## config.mk

```make
export PLATFORM = sky130hd
export DESIGN_NAME = rot_pos_tracker
export DESIGN_NICKNAME = d
export VERILOG_FILES = /design/src/rtl/rpt_pkg.sv /design/src/rtl/rpt_word_timer.sv /design/src/rtl/rpt_pos_counter.sv /design/src/rtl/rpt_latency_reg.sv /design/src/rtl/rpt_marker_gen.sv /design/src/rtl/rot_pos_tracker.sv
export SDC_FILE = /design/constraint.sdc
export NUM_CORES = 1
export LEC_CHECK = 0
export ABC_AREA = 1
export BUFFER_PORTS_ARGS = -buffer_cell sky130_fd_sc_hd__buf_2
export CAP_MARGIN = 40
export CORE_ASPECT_RATIO = 1.4
export CORE_MARGIN = 1.5
export CORE_UTILIZATION = 37
export CTS_CLUSTER_SIZE = 10
export DETAILED_ROUTE_END_ITERATION = 6
export PLACE_DENSITY = 0.59
export SYNTH_ARGS = -nofsm -noshare
export SYNTH_HDL_FRONTEND = slang
export SYNTH_SLANG_ARGS = --single-unit
```

## constraint.sdc

```tcl
create_clock -name clk_i -period 2.2 [get_ports clk_i]
set_input_delay 0.44 -clock clk_i [delete_from_list [all_inputs] [get_ports clk_i]]
set_output_delay 0.44 -clock clk_i [all_outputs]
set_load 0.05 [all_outputs]
```

## src/rtl/rpt_pkg.sv

```systemverilog
package rpt_pkg;

  // Last count value of the word timer; a zero interval acts as one cycle.
  function automatic int unsigned interval_last(input int unsigned ivl);
    return (ivl == 0) ? 0 : ivl - 1;
  endfunction

  // Forward distance on a ring of 'words' slots (power of two).
  function automatic int unsigned ring_gap(input int unsigned to_w,
                                           input int unsigned from_w,
                                           input int unsigned words);
    return (to_w + words - from_w) & (words - 1);
  endfunction

  // Position inside the index window.
  function automatic logic in_window(input int unsigned pos,
                                     input int unsigned width);
    return pos < width;
  endfunction

endpackage

```

## src/rtl/rpt_word_timer.sv

```systemverilog
module rpt_word_timer #(
  parameter int unsigned IVL_W = 16
) (
  input  logic             clk_i,
  input  logic             rst_ni,
  input  logic [IVL_W-1:0] ivl_i,
  output logic             tick_o
);
  logic [IVL_W-1:0] cnt_q;
  logic [IVL_W-1:0] last_c;

  assign last_c = IVL_W'(rpt_pkg::interval_last(32'(ivl_i)));
  // Using >= lets a lowered interval end the current word at once.
  assign tick_o = (cnt_q >= last_c);

  always_ff @(posedge clk_i or negedge rst_ni) begin
    if (!rst_ni) cnt_q <= '0;
    else if (tick_o) cnt_q <= '0;
    else cnt_q <= cnt_q + IVL_W'(1);
  end
endmodule

```

## src/rtl/rpt_pos_counter.sv

```systemverilog
module rpt_pos_counter #(
  parameter int unsigned POS_W = 11
) (
  input  logic             clk_i,
  input  logic             rst_ni,
  input  logic             tick_i,
  output logic [POS_W-1:0] pos_o,
  output logic             at_last_o
);
  logic [POS_W-1:0] pos_q;

  always_ff @(posedge clk_i or negedge rst_ni) begin
    if (!rst_ni) pos_q <= '0;
    else if (tick_i) pos_q <= pos_q + POS_W'(1);
  end

  assign pos_o     = pos_q;
  assign at_last_o = (pos_q == {POS_W{1'b1}});
endmodule

```

## src/rtl/rpt_latency_reg.sv

```systemverilog
module rpt_latency_reg #(
  parameter int unsigned POS_W = 11
) (
  input  logic             clk_i,
  input  logic             rst_ni,
  input  logic [POS_W-1:0] tgt_i,
  input  logic [POS_W-1:0] pos_i,
  output logic [POS_W-1:0] lat_o,
  output logic             hit_o
);
  localparam int unsigned WORDS = 1 << POS_W;
  logic [POS_W-1:0] lat_q;

  always_ff @(posedge clk_i or negedge rst_ni) begin
    if (!rst_ni) lat_q <= '0;
    else lat_q <= POS_W'(rpt_pkg::ring_gap(32'(tgt_i), 32'(pos_i), WORDS));
  end

  assign lat_o = lat_q;
  assign hit_o = (tgt_i == pos_i);
endmodule

```

## src/rtl/rpt_marker_gen.sv

```systemverilog
module rpt_marker_gen #(
  parameter int unsigned POS_W    = 11,
  parameter int unsigned MARK_WIN = 6
) (
  input  logic             clk_i,
  input  logic             rst_ni,
  input  logic [POS_W-1:0] pos_i,
  input  logic             tick_i,
  input  logic             at_last_i,
  input  logic             irq_en_i,
  output logic             mark_o,
  output logic             irq_o
);
  logic irq_q;
  logic wrap_c;

  generate
    if (MARK_WIN == 0) begin : g_no_window
      assign mark_o = 1'b0;
    end else begin : g_window
      assign mark_o = rpt_pkg::in_window(32'(pos_i), MARK_WIN);
    end
  endgenerate

  assign wrap_c = tick_i & at_last_i;

  always_ff @(posedge clk_i or negedge rst_ni) begin
    if (!rst_ni) irq_q <= 1'b0;
    else irq_q <= wrap_c & irq_en_i;
  end

  assign irq_o = irq_q;
endmodule

```

## src/rtl/rot_pos_tracker.sv

```systemverilog
module rot_pos_tracker #(
  parameter int unsigned POS_W    = 11,
  parameter int unsigned IVL_W    = 16,
  parameter int unsigned MARK_WIN = 6
) (
  input  logic             clk_i,
  input  logic             rst_ni,
  input  logic [IVL_W-1:0] word_ivl_i,
  input  logic [POS_W-1:0] tgt_word_i,
  input  logic             mark_irq_en_i,
  output logic [POS_W-1:0] pos_o,
  output logic             index_mark_o,
  output logic             addr_hit_o,
  output logic [POS_W-1:0] latency_o,
  output logic             mark_irq_o
);
  logic             adv_tick;
  logic             pos_at_last;
  logic [POS_W-1:0] pos_w;

  rpt_word_timer #(.IVL_W(IVL_W)) u_timer (
    .clk_i (clk_i), .rst_ni(rst_ni), .ivl_i(word_ivl_i), .tick_o(adv_tick)
  );

  rpt_pos_counter #(.POS_W(POS_W)) u_pos (
    .clk_i(clk_i), .rst_ni(rst_ni), .tick_i(adv_tick),
    .pos_o(pos_w), .at_last_o(pos_at_last)
  );

  rpt_latency_reg #(.POS_W(POS_W)) u_lat (
    .clk_i(clk_i), .rst_ni(rst_ni), .tgt_i(tgt_word_i), .pos_i(pos_w),
    .lat_o(latency_o), .hit_o(addr_hit_o)
  );

  rpt_marker_gen #(.POS_W(POS_W), .MARK_WIN(MARK_WIN)) u_mark (
    .clk_i(clk_i), .rst_ni(rst_ni), .pos_i(pos_w), .tick_i(adv_tick),
    .at_last_i(pos_at_last), .irq_en_i(mark_irq_en_i),
    .mark_o(index_mark_o), .irq_o(mark_irq_o)
  );

  assign pos_o = pos_w;
endmodule

```

==> results of run 1 <==
[synthesized netlist by cell type (all sizes together)]
cell type  instances  area [sq um]
xor2              24           210
dfrtp             39           976
a21o               2          15.0
a21oi             13          72.6
xnor2              4          35.0
nand3b             2          15.0
buf                4          50.1
nand3             31           170
nand4             10          62.6
o21ai             18           128
fa                 1          20.0
nor3              15           110
o21bai             2          15.0
nand2            110           433
nor2              52           228
nor4               2          12.5
or2                2          15.0
nor4b              1          8.76
inv               64           240
clkinv             1          3.75
and2               1          6.26
a31oi              2          12.5
ha                30           375
[per-layer routing]
layer / up-vias / GRT usage / wire (um)
met5: - / 0 / 0
met4: 0 / 0.0531 / 115
met3: 10 / 0.0202 / 291
met2: 70 / 0.397 / 5250
met1: 1523 / 0.203 / 3430
li1: 1616 / - / -
[kinds of logic after synthesis]
kind of cell / share of synthesized area
adder cells (fa/ha/maj): 0.123
AND/OR/NAND/NOR: 0.330
flip-flops: 0.304
AO/OA/AOI/OAI: 0.0755
XOR/XNOR: 0.0763
buffers and inverters: 0.0915
[power groups by stage]
stage	Combinational, mW	Clock [mW]	Sequential, mW
after floorplan	1.37	0	1.89
after global placement	2.69	0	1.24
after detailed placement	2.72	0	1.25
after CTS	2.91	0.707	1.24
after global routing	3.36	0.731	1.29
final	3.09	0.695	1.25
[flip-flops by register name, summed over array words and instances (netlist names)]
name	cells
u_pos.pos_o	11
u_timer.cnt_q	16
u_mark.irq_o	1
u_lat.lat_o	11
[area by class of cell]
| cell class | instances | share of cell area |
|---|---|---|
| multi-input combinational | 327 | 0.533 |
| sequential | 39 | 0.204 |
| timing repair buffer | 109 | 0.153 |
| inverter | 65 | 0.0540 |
| clock buffer | 7 | 0.0275 |
| tap | 105 | 0.0272 |
| clock inverter | 1 | 0.00104 |
[metrics by stage]
| stage | area [sq um] | worst slack (ps) | util | setup TNS [ps] | instances |
|---|---|---|---|---|---|
| 2_1_floorplan | 3470 | -115 | - | -1320 | 430 |
| 3_3_place_gp | 4130 | -457 | 0.485 | -11270 | 627 |
| 3_5_place_dp | 4130 | -533 | 0.485 | -13390 | 627 |
| 4_1_cts | 4530 | -107 | 0.532 | -2460 | 644 |
| 5_1_grt | 4820 | -241 | 0.567 | -5540 | 653 |
| 6_report | 4820 | -144 | 0.567 | -2700 | 653 |
[what timing repair did]
action / CTS / global route
hold endpoints to repair: 0 / 0
endpoints found under the setup margin: 29 / 29
pin swaps: 21 / 34
resized for setup: 31 / 51
setup buffers: 5 / 7
cloned: 4 / 2
[layout by cell type (no fill, tap or decap), types with 2 or more instances in the layout]
cell,synthesis,final
buf_4,1,50
a21oi_2,2,6
nor2_1,43,33
nor2_2,7,10
nand2_8,0,4
nand2_1,104,80
nor3_1,8,8
ha_4,0,18
nor2_4,2,9
o21ai_0,6,6
dfrtp_1,39,31
a31oi_1,2,2
dfrtp_2,0,8
nand3_2,3,8
a21o_1,2,2
inv_1,63,52
o21bai_1,2,2
nand2_2,5,23
buf_6,2,7
nand3b_1,2,2
nor3_2,7,6
nand4_1,10,10
nand3_4,0,4
inv_4,0,6
clkinv_2,0,2
o21ai_2,10,11
clkbuf_1,0,2
xor2_1,24,24
inv_2,1,6
nand2_4,1,8
xnor2_1,4,3
ha_1,30,12
a21oi_1,11,6
clkbuf_16,0,5
nand3_1,28,19
buf_2,0,50
[critical path: stages]
cell	delay, ps
buf_8	100
nor2_4	120
nand3_4	90
nor3_4	200
nand4_1	200
buf_6	210
nand2_1	110
ha_4	220
nand2_2	70
nand2_2	50
a21oi_2	180
nand2_2	110
nand2_8	160
buf_6	130
nand3_2	60
a21oi_2	100
[worst max path at each step]
stage                        start                to  cells after the start
floorplan           u_pos.pos_o[5]        addr_hit_o                      6
global placement     word_ivl_i[1]    u_pos.pos_o[8]                     16
detailed placement  word_ivl_i[11]    u_pos.pos_o[7]                     15
CTS                  word_ivl_i[6]    u_pos.pos_o[7]                     17
global route        word_ivl_i[10]  u_timer.cnt_q[9]                     17
finish              word_ivl_i[10]  u_timer.cnt_q[9]                     16
==> results.md, run 1 <==
* Max Clock Skew at 8.85 ps
* Leak at 2.35 nW
* CTS tree: yes
* Fillers at 814
* Area occupied by multi-input gates at about 0.0026 sq mm
* Die ar. at about 0.0093 sq mm
* Via count at 3,219
* Row Count at 40
* Peak supply drop at 949 uV
* Status: finished, violations left
* Avg Vias per Cell at 4.93
* Tmin final at around 2300 ps
* Global-route wire length before repair at 14,200 um
* Worst slew pin tran at 365 ps
* Reg area at 986 sq um
* Power Density at roughly 1000 mW/mm^2
* Crit path DAT at 2550 ps
* CTS Sinks at 39
* FF-to-FF path depth at 11
* Antenna violations before repair at 0
* Crit Path Max Fanout at 7
* Post-DP HPWL at about 6600 um
* Worst skew pair latency at 280 ps
* Final Hold Fails at 0
* Pins Over Slew Limit at 0
* WL final at a little over 9000 um
* Internal Pwr Total at roughly 2.5 mW
* Clk network pwr share at 0.138
* FF-to-FF End: u_timer.cnt_q[9]
* Required @ worst endpoint at 2410 ps
* Final Cycle Share at 1.07
* Core ar. at 0.00851 sq mm
* Die Width at 81.8 um
* Unrepaired setup endpoints after global routing: yes
* H-tree lvl count at 2
* Drt drc at 0
* Layout cells sized above 1 at 0.460
* Element type at the critical path end: flop
* Synth Warn # at 0
* Sequential fraction of the synthesis area at 0.304
* Failing checks: negative setup slack
* Tot GR Track Use at 0.197
* DR iter-0 viols at 59
* Max-Cap Viols at 0
* Final worst slack at -144 ps
* TritonCTS buffer count at 5
* Comb pwr share at 0.613
* Pin count of the biggest net entering global routing at 19
* Min-Delay Path Class: in2async
* Vias in the first global route at 3,232
* Antenna diode count at 0
* Total congestion overflow at 0
* Port bufs at 54
* Sw Share at 0.500
* Worst hold slack at approximately 56 ps
* Distinct cells, synth at 36
* # IOs at between 50 and 60
* Worst Setup Start Kind: input pin
* Drt pass-1 iters at 4
* Mapped Area at 0.00321 sq mm
* GPL Wtd Cong at 0.830
* DRT antenna net count at 0
* Die Ht at 113 um
* Seq pwr share at 0.249
* Hold_buf cts at 0
* Post-Synthesis Cells at 430
* NetSw at between 2 and 3 mW
* Initial Util at 0.378
* Reg clk slew, reported paths at 60 ps
* Pwr Total at 5.04 mW
* Syn nets at 491
* Max clock buf depth at 2
* Root Driver: clkbuf_16
* Critical path class: in2reg
* WL/cell at ~14 um
* Setup violators final at 29
* R2R Setup Slk at between 400 and 500 ps
* Syn avg cell area at 7.48 sq um
* Layout area overhead at 50.1%
* Upper clock frequency limit at between 400 and 500 MHz
* Slew headroom at 0.754
* Reg-to-Reg Start: u_timer.cnt_q[7]
* Yosys reg bits at 39
* Fin nets at just over 600
Power figures use the tool's default switching activity.
==> run 2, diff against run 1 <==
- CORE_MARGIN: 1.5 -> 2
==> results.md, run 2 (synthesis results as in run 1) <==
* Layout cells sized above 1 at 0.480 (+0.0203)
* CTS Sinks at 39 (unchanged)
* Upper clock frequency limit at 407 MHz (-4.7%)
* Max clock buf depth at 2 (unchanged)
* Max-Cap Viols at 0 (unchanged)
* Setup violators final at 28 (-3.4%)
* Avg Vias per Cell at 4.96 (+0.57%)
* Highest-count cells in the layout ignoring fill and taps: nand2_1, inv_1, buf_4
* Die Ht at 114 um (+0.88%)
* Required @ worst endpoint at 2410 ps (about the same)
* Critical path class: in2reg
* Core ar. at 0.00851 sq mm (unchanged)
* Crit-path max cell delay at 270 ps (+50 ps)
* Antenna diode count at 0 (unchanged)
* Crit path DAT at 2670 ps (+120 ps)
* Global-route wire length before repair at 15,000 um (+5.7%)
* Clk network pwr share at 0.137 (about the same)
* Die ar. at 0.00946 sq mm (+2.1%)
* GPL Wtd Cong at 0.833 (+0.39%)
* WL met2 at 5520 um (+5.1%)
* Comb pwr share at 0.621 (+0.008)
* CP dominant cell by count: nand2_1
* Worst skew pair latency at 290 ps (about the same)
* Place WS at -508 ps (+24.4 ps)
* Worst hold slack at 55.3 ps (-1.14 ps)
* WL met3 at 278 um (-4.5%)
* Layout area overhead at 56.8%
* Highest routed metal layer: met4
* Status: finished, violations left
* Crit Path Max Fanout at 8 (+1)
* H-tree lvl count at 2 (unchanged)
* DR iter-0 viols at 78 (+32%)
* Initial Util at 0.378 (unchanged)
* Pin count of the biggest net entering global routing at 20 (+1)
* CP max stage cell: or2_4
* Tmin final at 2460 ps (+115 ps)
* Reg-to-Reg Start: u_timer.cnt_q[7]
* Leak at 2.41 nW (+2.4%)
* Post-DP HPWL at 6770 um (+3.3%)
* Seq pwr share at 0.242 (-0.007)
* FF-to-FF End: u_timer.cnt_q[7]
* Drt pass-1 iters at 4 (unchanged)
* Largest Register: u_timer.cnt_q
* Worst Setup Start Kind: input pin
* Power Density at 1030 mW/mm^2 (-1.9%)
* Sw Share at 0.501 (about the same)
* Commonest non-fill, non-tap cell in the layout: nand2_1
* Fin nets at 614 (+0.99%)
* CTS tree: yes
* Max Clock Skew at 6.46 ps (-2.40 ps)
* WL/cell at 14.7 um (+5.7%)
* Slew headroom at 0.750 (-0.00384)
* Peak supply drop at 969 uV (+2.1%)
* # IOs at 55 (unchanged)
* FF-to-FF path depth at 11 (unchanged)
* Pins Over Slew Limit at 0 (unchanged)
* Hold_buf cts at 0 (unchanged)
* Min-Delay Path Class: in2async
* Post-placement cell area at 0.00413 sq mm (+0.18%)
* Vias in the first global route at 3,386 (+4.8%)
* Port bufs at 54 (unchanged)
* R2R Setup Slk at 340 ps (-80 ps)
* NetSw at 2.59 mW (+2.5%)
* Total congestion overflow at 0 (unchanged)
* Via count at 3,267 (+1.5%)
* Drt drc at 0 (unchanged)
* Largest register FFs at 16 (unchanged)
* Final Cycle Share at 1.12 (+0.0522)
* Failing checks: negative setup slack
* Pwr Total at 5.17 mW (+2.5%)
* Element type at the critical path end: flop
* Die Width at 82.8 um (+1.2%)
* WL final at 9690 um (+6.7%)
* WL met1 at 3630 um (+6.1%)
* Internal Pwr Total at 2.58 mW (+2.4%)
* Final Hold Fails at 0 (unchanged)
* Fillers at 752 (-7.6%)
* Row Count at 40 (unchanged)
* DRT antenna net count at 0 (unchanged)
* Final worst slack at -259 ps (-115 ps)
* Root Driver: clkbuf_16
* Antenna violations before repair at 0 (unchanged)
* Worst slew pin tran at 370 ps (+5.70 ps)
* Cell Chain, Critical Path: buf_8, or2_4, nor3_4, nand4_1, buf_6, nand3_4, ha_4, nand2_1, nand2_1, nand2_1, nand3_1, nand2_1, clkinv_2, nand2_8, buf_4, nand2_4, nor3_2
* Unrepaired setup endpoints after global routing: yes
* TritonCTS buffer count at 5 (unchanged)
* Reg clk slew, reported paths at 60 ps (about the same)
* Tot GR Track Use at 0.209 (+0.0123)
* Final Cell Area at 0.00504 sq mm (+4.5%)
run 2: worst max path at each step:
stage,end,depth (start not counted),start,slack [ps]
CTS,u_pos.pos_o[10],19,word_ivl_i[11],-110
finish,u_timer.cnt_q[7],17,word_ivl_i[6],-260
detailed placement,u_pos.pos_o[7],14,word_ivl_i[11],-510
global placement,u_pos.pos_o[8],16,word_ivl_i[1],-450
global route,u_timer.cnt_q[7],17,word_ivl_i[6],-340
floorplan,addr_hit_o,6,u_pos.pos_o[5],-110
run 2: layer usage:
metal,vias to the layer above,global-route usage
met3,20,0.0229
met2,73,0.420
met1,1541,0.205
met5,-,0
met4,0,0.0852
li1,1633,-
run 2: critical path: cells and delay by family:
family	cells	cell delay (ps)
AND/OR/NAND/NOR	12	1450
buffers and inverters	4	560
adder cells (fa/ha/maj)	1	200
run 2: timing repair:
| item | CTS | global route |
|---|---|---|
| pin swaps | 11 | 14 |
| setup buffers | 9 | 7 |
| setup endpoints to repair | 29 | 29 |
| gates cloned | 6 | 1 |
| gates resized for setup | 80 | 25 |
run 2: area by class of cell:
class | count | area (sq um) | area share
clock buffer | 7 | 133 | 0.0263
clock inverter | 1 | 5.00 | 0.000993
inverter | 65 | 258 | 0.0511
multi-input combinational | 328 | 2660 | 0.528
sequential | 39 | 986 | 0.196
tap | 105 | 131 | 0.0261
timing repair buffer | 114 | 868 | 0.172
run 2: power groups by stage:
| stage | combinational, mW | sequential, mW | clock, mW |
|---|---|---|---|
| after global routing | 3.48 | 1.29 | 0.747 |
| after CTS | 3.04 | 1.25 | 0.723 |
| final | 3.21 | 1.25 | 0.710 |
| after detailed placement | 2.75 | 1.24 | 0 |
| after global placement | 2.71 | 1.24 | 0 |
| after floorplan | 1.37 | 1.89 | 0 |
run 2: stage by stage:
stage                     TNS (ps)  std cells  utilization
after floorplan              -1320        430            -
after global placement      -11150        628        0.486
after detailed placement    -12360        628        0.486
after CTS                    -1340        651        0.564
after global routing         -8280        659        0.592
final                        -5910        659        0.592
==> run 3, diff against run 2 <==
==> constraint.sdc (replaced) <==
create_clock -name clk_i -period 2.2 [get_ports clk_i]
set_input_delay 0.11 -clock clk_i [delete_from_list [all_inputs] [get_ports clk_i]]
set_output_delay 0.11 -clock clk_i [all_outputs]
set_load 0.05 [all_outputs]
==> results.md, run 3 (synthesis results as in run 1) <==
* Max clock buf depth at 2 (unchanged)
* H-tree lvl count at 2 (unchanged)
* Reg clk slew, reported paths at 60 ps (about the same)
* Fin Setup TNS at 0 ps (+5910 ps)
* CTS tree: yes
* Tot GR Track Use at 0.180 (-0.0286)
* Die Width at 82.8 um (unchanged)
* Largest register FFs at 16 (unchanged)
* Required @ worst endpoint at 2370 ps (-40 ps)
* Vias in the first global route at 3,091 (-8.7%)
* CP max stage cell: ha_1
* DR iter-0 viols at 65 (-17%)
* DRT antenna net count at 0 (unchanged)
* Core ar. at 0.00851 sq mm (unchanged)
* # IOs at 55 (unchanged)
* Row Count at 40 (unchanged)
* Crit path DAT at 2240 ps (-430 ps)
* Global-route wire length before repair at 13,300 um (-11%)
* Crit Path Max Fanout at 11 (+3)
* Pins Over Slew Limit at 0 (unchanged)
* Worst skew pair latency at 290 ps (about the same)
* Max Clock Skew at 5.17 ps (-1.29 ps)
* Element type at the critical path end: flop
* Crit-path max cell delay at 310 ps (+40 ps)
* Die Ht at 114 um (unchanged)
* Antenna diode count at 0 (unchanged)
* Worst slew pin tran at 368 ps (-2.90 ps)
* Largest Register: u_timer.cnt_q
* Tmin final at 2070 ps (-390 ps)
* Port bufs at 54 (unchanged)
* Upper clock frequency limit at 483 MHz (+19%)
* WL/cell at 12.6 um (-14%)
* Peak supply drop at 877 uV (-9.5%)
* Setup violators final at 0 (-100%)
* Total congestion overflow at 0 (unchanged)
* Drt drc at 0 (unchanged)
* Commonest non-fill, non-tap cell in the layout: nand2_1
* Highest-count cells in the layout ignoring fill and taps: nand2_1, inv_1, buf_2
* Layout cells sized above 1 at 0.304 (-0.176)
* Root Driver: clkbuf_16
* GPL Wtd Cong at 0.844 (+1.2%)
* Final Hold Fails at 0 (unchanged)
* Die ar. at 0.00946 sq mm (unchanged)
* Status: complete, no violations
* Drt pass-1 iters at 4 (unchanged)
* Pwr Total at 4.66 mW (-9.9%)
* Leak at 2.19 nW (-9.1%)
* Antenna violations before repair at 0 (unchanged)
* Final Cycle Share at 0.940 (-0.177)
* Fillers at 825 (+9.7%)
* WL final at 8030 um (-17%)
* Min-Delay Path Class: in2reg
* Worst Setup Start Kind: input pin
* Layout area overhead at 31.6%
* Pin count of the biggest net entering global routing at 28 (+40%)
* Area occupied by multi-input gates at 0.00204 sq mm (-23%)
* Cell Chain, Critical Path: buf_2, nor2_2, nand2_1, nor2_4, nand2_2, inv_2, nand2_1, xnor2_1, nand2_1, ha_1, a21oi_1, nand2_1, a21oi_4, nand2_4, clkbuf_16, nand2_2, nand2_1
* Via count at 3,062 (-6.3%)
* Power Density at 1100 mW/mm^2 (+7.4%)
* TritonCTS buffer count at 5 (unchanged)
* CP dominant cell by count: nand2_1
* Initial Util at 0.378 (unchanged)
* Post-DP HPWL at 6460 um (-4.7%)
* Avg Vias per Cell at 4.80 (-3.2%)
* CTS Sinks at 39 (unchanged)
* Critical path class: in2reg
* Reg area at 978 sq um (-0.76%)
* Slew headroom at 0.752 (+0.00195)
* Max-Cap Viols at 0 (unchanged)
* Fin nets at 593 (-3.4%)
-- run 3: cell type report --
| cell class | count | area share |
|---|---|---|
| inverter | 65 | 0.0577 |
| sequential | 39 | 0.231 |
| clock inverter | 2 | 0.00828 |
| tap | 105 | 0.0311 |
| timing repair buffer | 99 | 0.158 |
| multi-input combinational | 322 | 0.481 |
| clock buffer | 6 | 0.0328 |
-- run 3: layer usage --
layer	GRT usage	routed length (um)	vias to the layer above
met1	0.195	3290	1403
li1	-	-	1578
met2	0.352	4290	69
met3	0.0221	313	12
met4	0.0536	140	0
met5	0	0	-
-- run 3: critical path, delay by kind of cell --
kind            cells  cell delay, ps
buf+inv             3             360
xor+xnor            1             140
simple gates       10             970
compound gates      2             330
fa+ha+maj           1             310
-- run 3: power breakdown --
part           leakage (nW)  internal (mW)  switching [mW]
clock network        0.0868          0.564           0.296
logic                  1.61          0.836            1.74
registers             0.494          0.989           0.238
total                  2.19           2.39            2.27
-- run 3: what timing repair did --
action | 4_1_cts | 5_1_grt
gates cloned | 0 | 1
pin swaps | 0 | 4
hold endpoints to repair | 12 | 0
hold buffers | 1 | 0
resized for setup | 3 | 20
setup buffers | 0 | 0
setup endpoints to repair | 1 | 29
-- run 3: final timing paths --
| kind | slack [ps] | cells after the start | startpoint | end |
|---|---|---|---|---|
| worst max-delay path | 130 | 17 | word_ivl_i[1] | u_pos.pos_o[0] |
| worst min-delay path | 40 | 3 | mark_irq_en_i | u_mark.irq_o |
| worst max register to register | 220 | 9 | u_pos.pos_o[3] | u_lat.lat_o[10] |
| worst min register to register | 540 | 1 | u_timer.cnt_q[0] | u_timer.cnt_q[0] |
| max in group asynchronous | 1480 | 3 | rst_ni | u_pos.pos_o[8] |
| min in group asynchronous | 260 | 2 | rst_ni | u_pos.pos_o[5] |
-- run 3: through the flow --
stage | instances | hold slack (ps) | cell area (sq um) | setup WS, ps | util
2_1_floorplan | 430 | -186 | 3240 | -113 | -
3_3_place_gp | 627 | 282 | 3920 | -153 | 0.460
3_5_place_dp | 628 | 29.1 | 3940 | -224 | 0.463
4_1_cts | 637 | 40.8 | 4140 | 22.2 | 0.486
5_1_grt | 638 | 48.3 | 4230 | -29.4 | 0.497
6_report | 638 | 40.2 | 4230 | 131 | 0.497
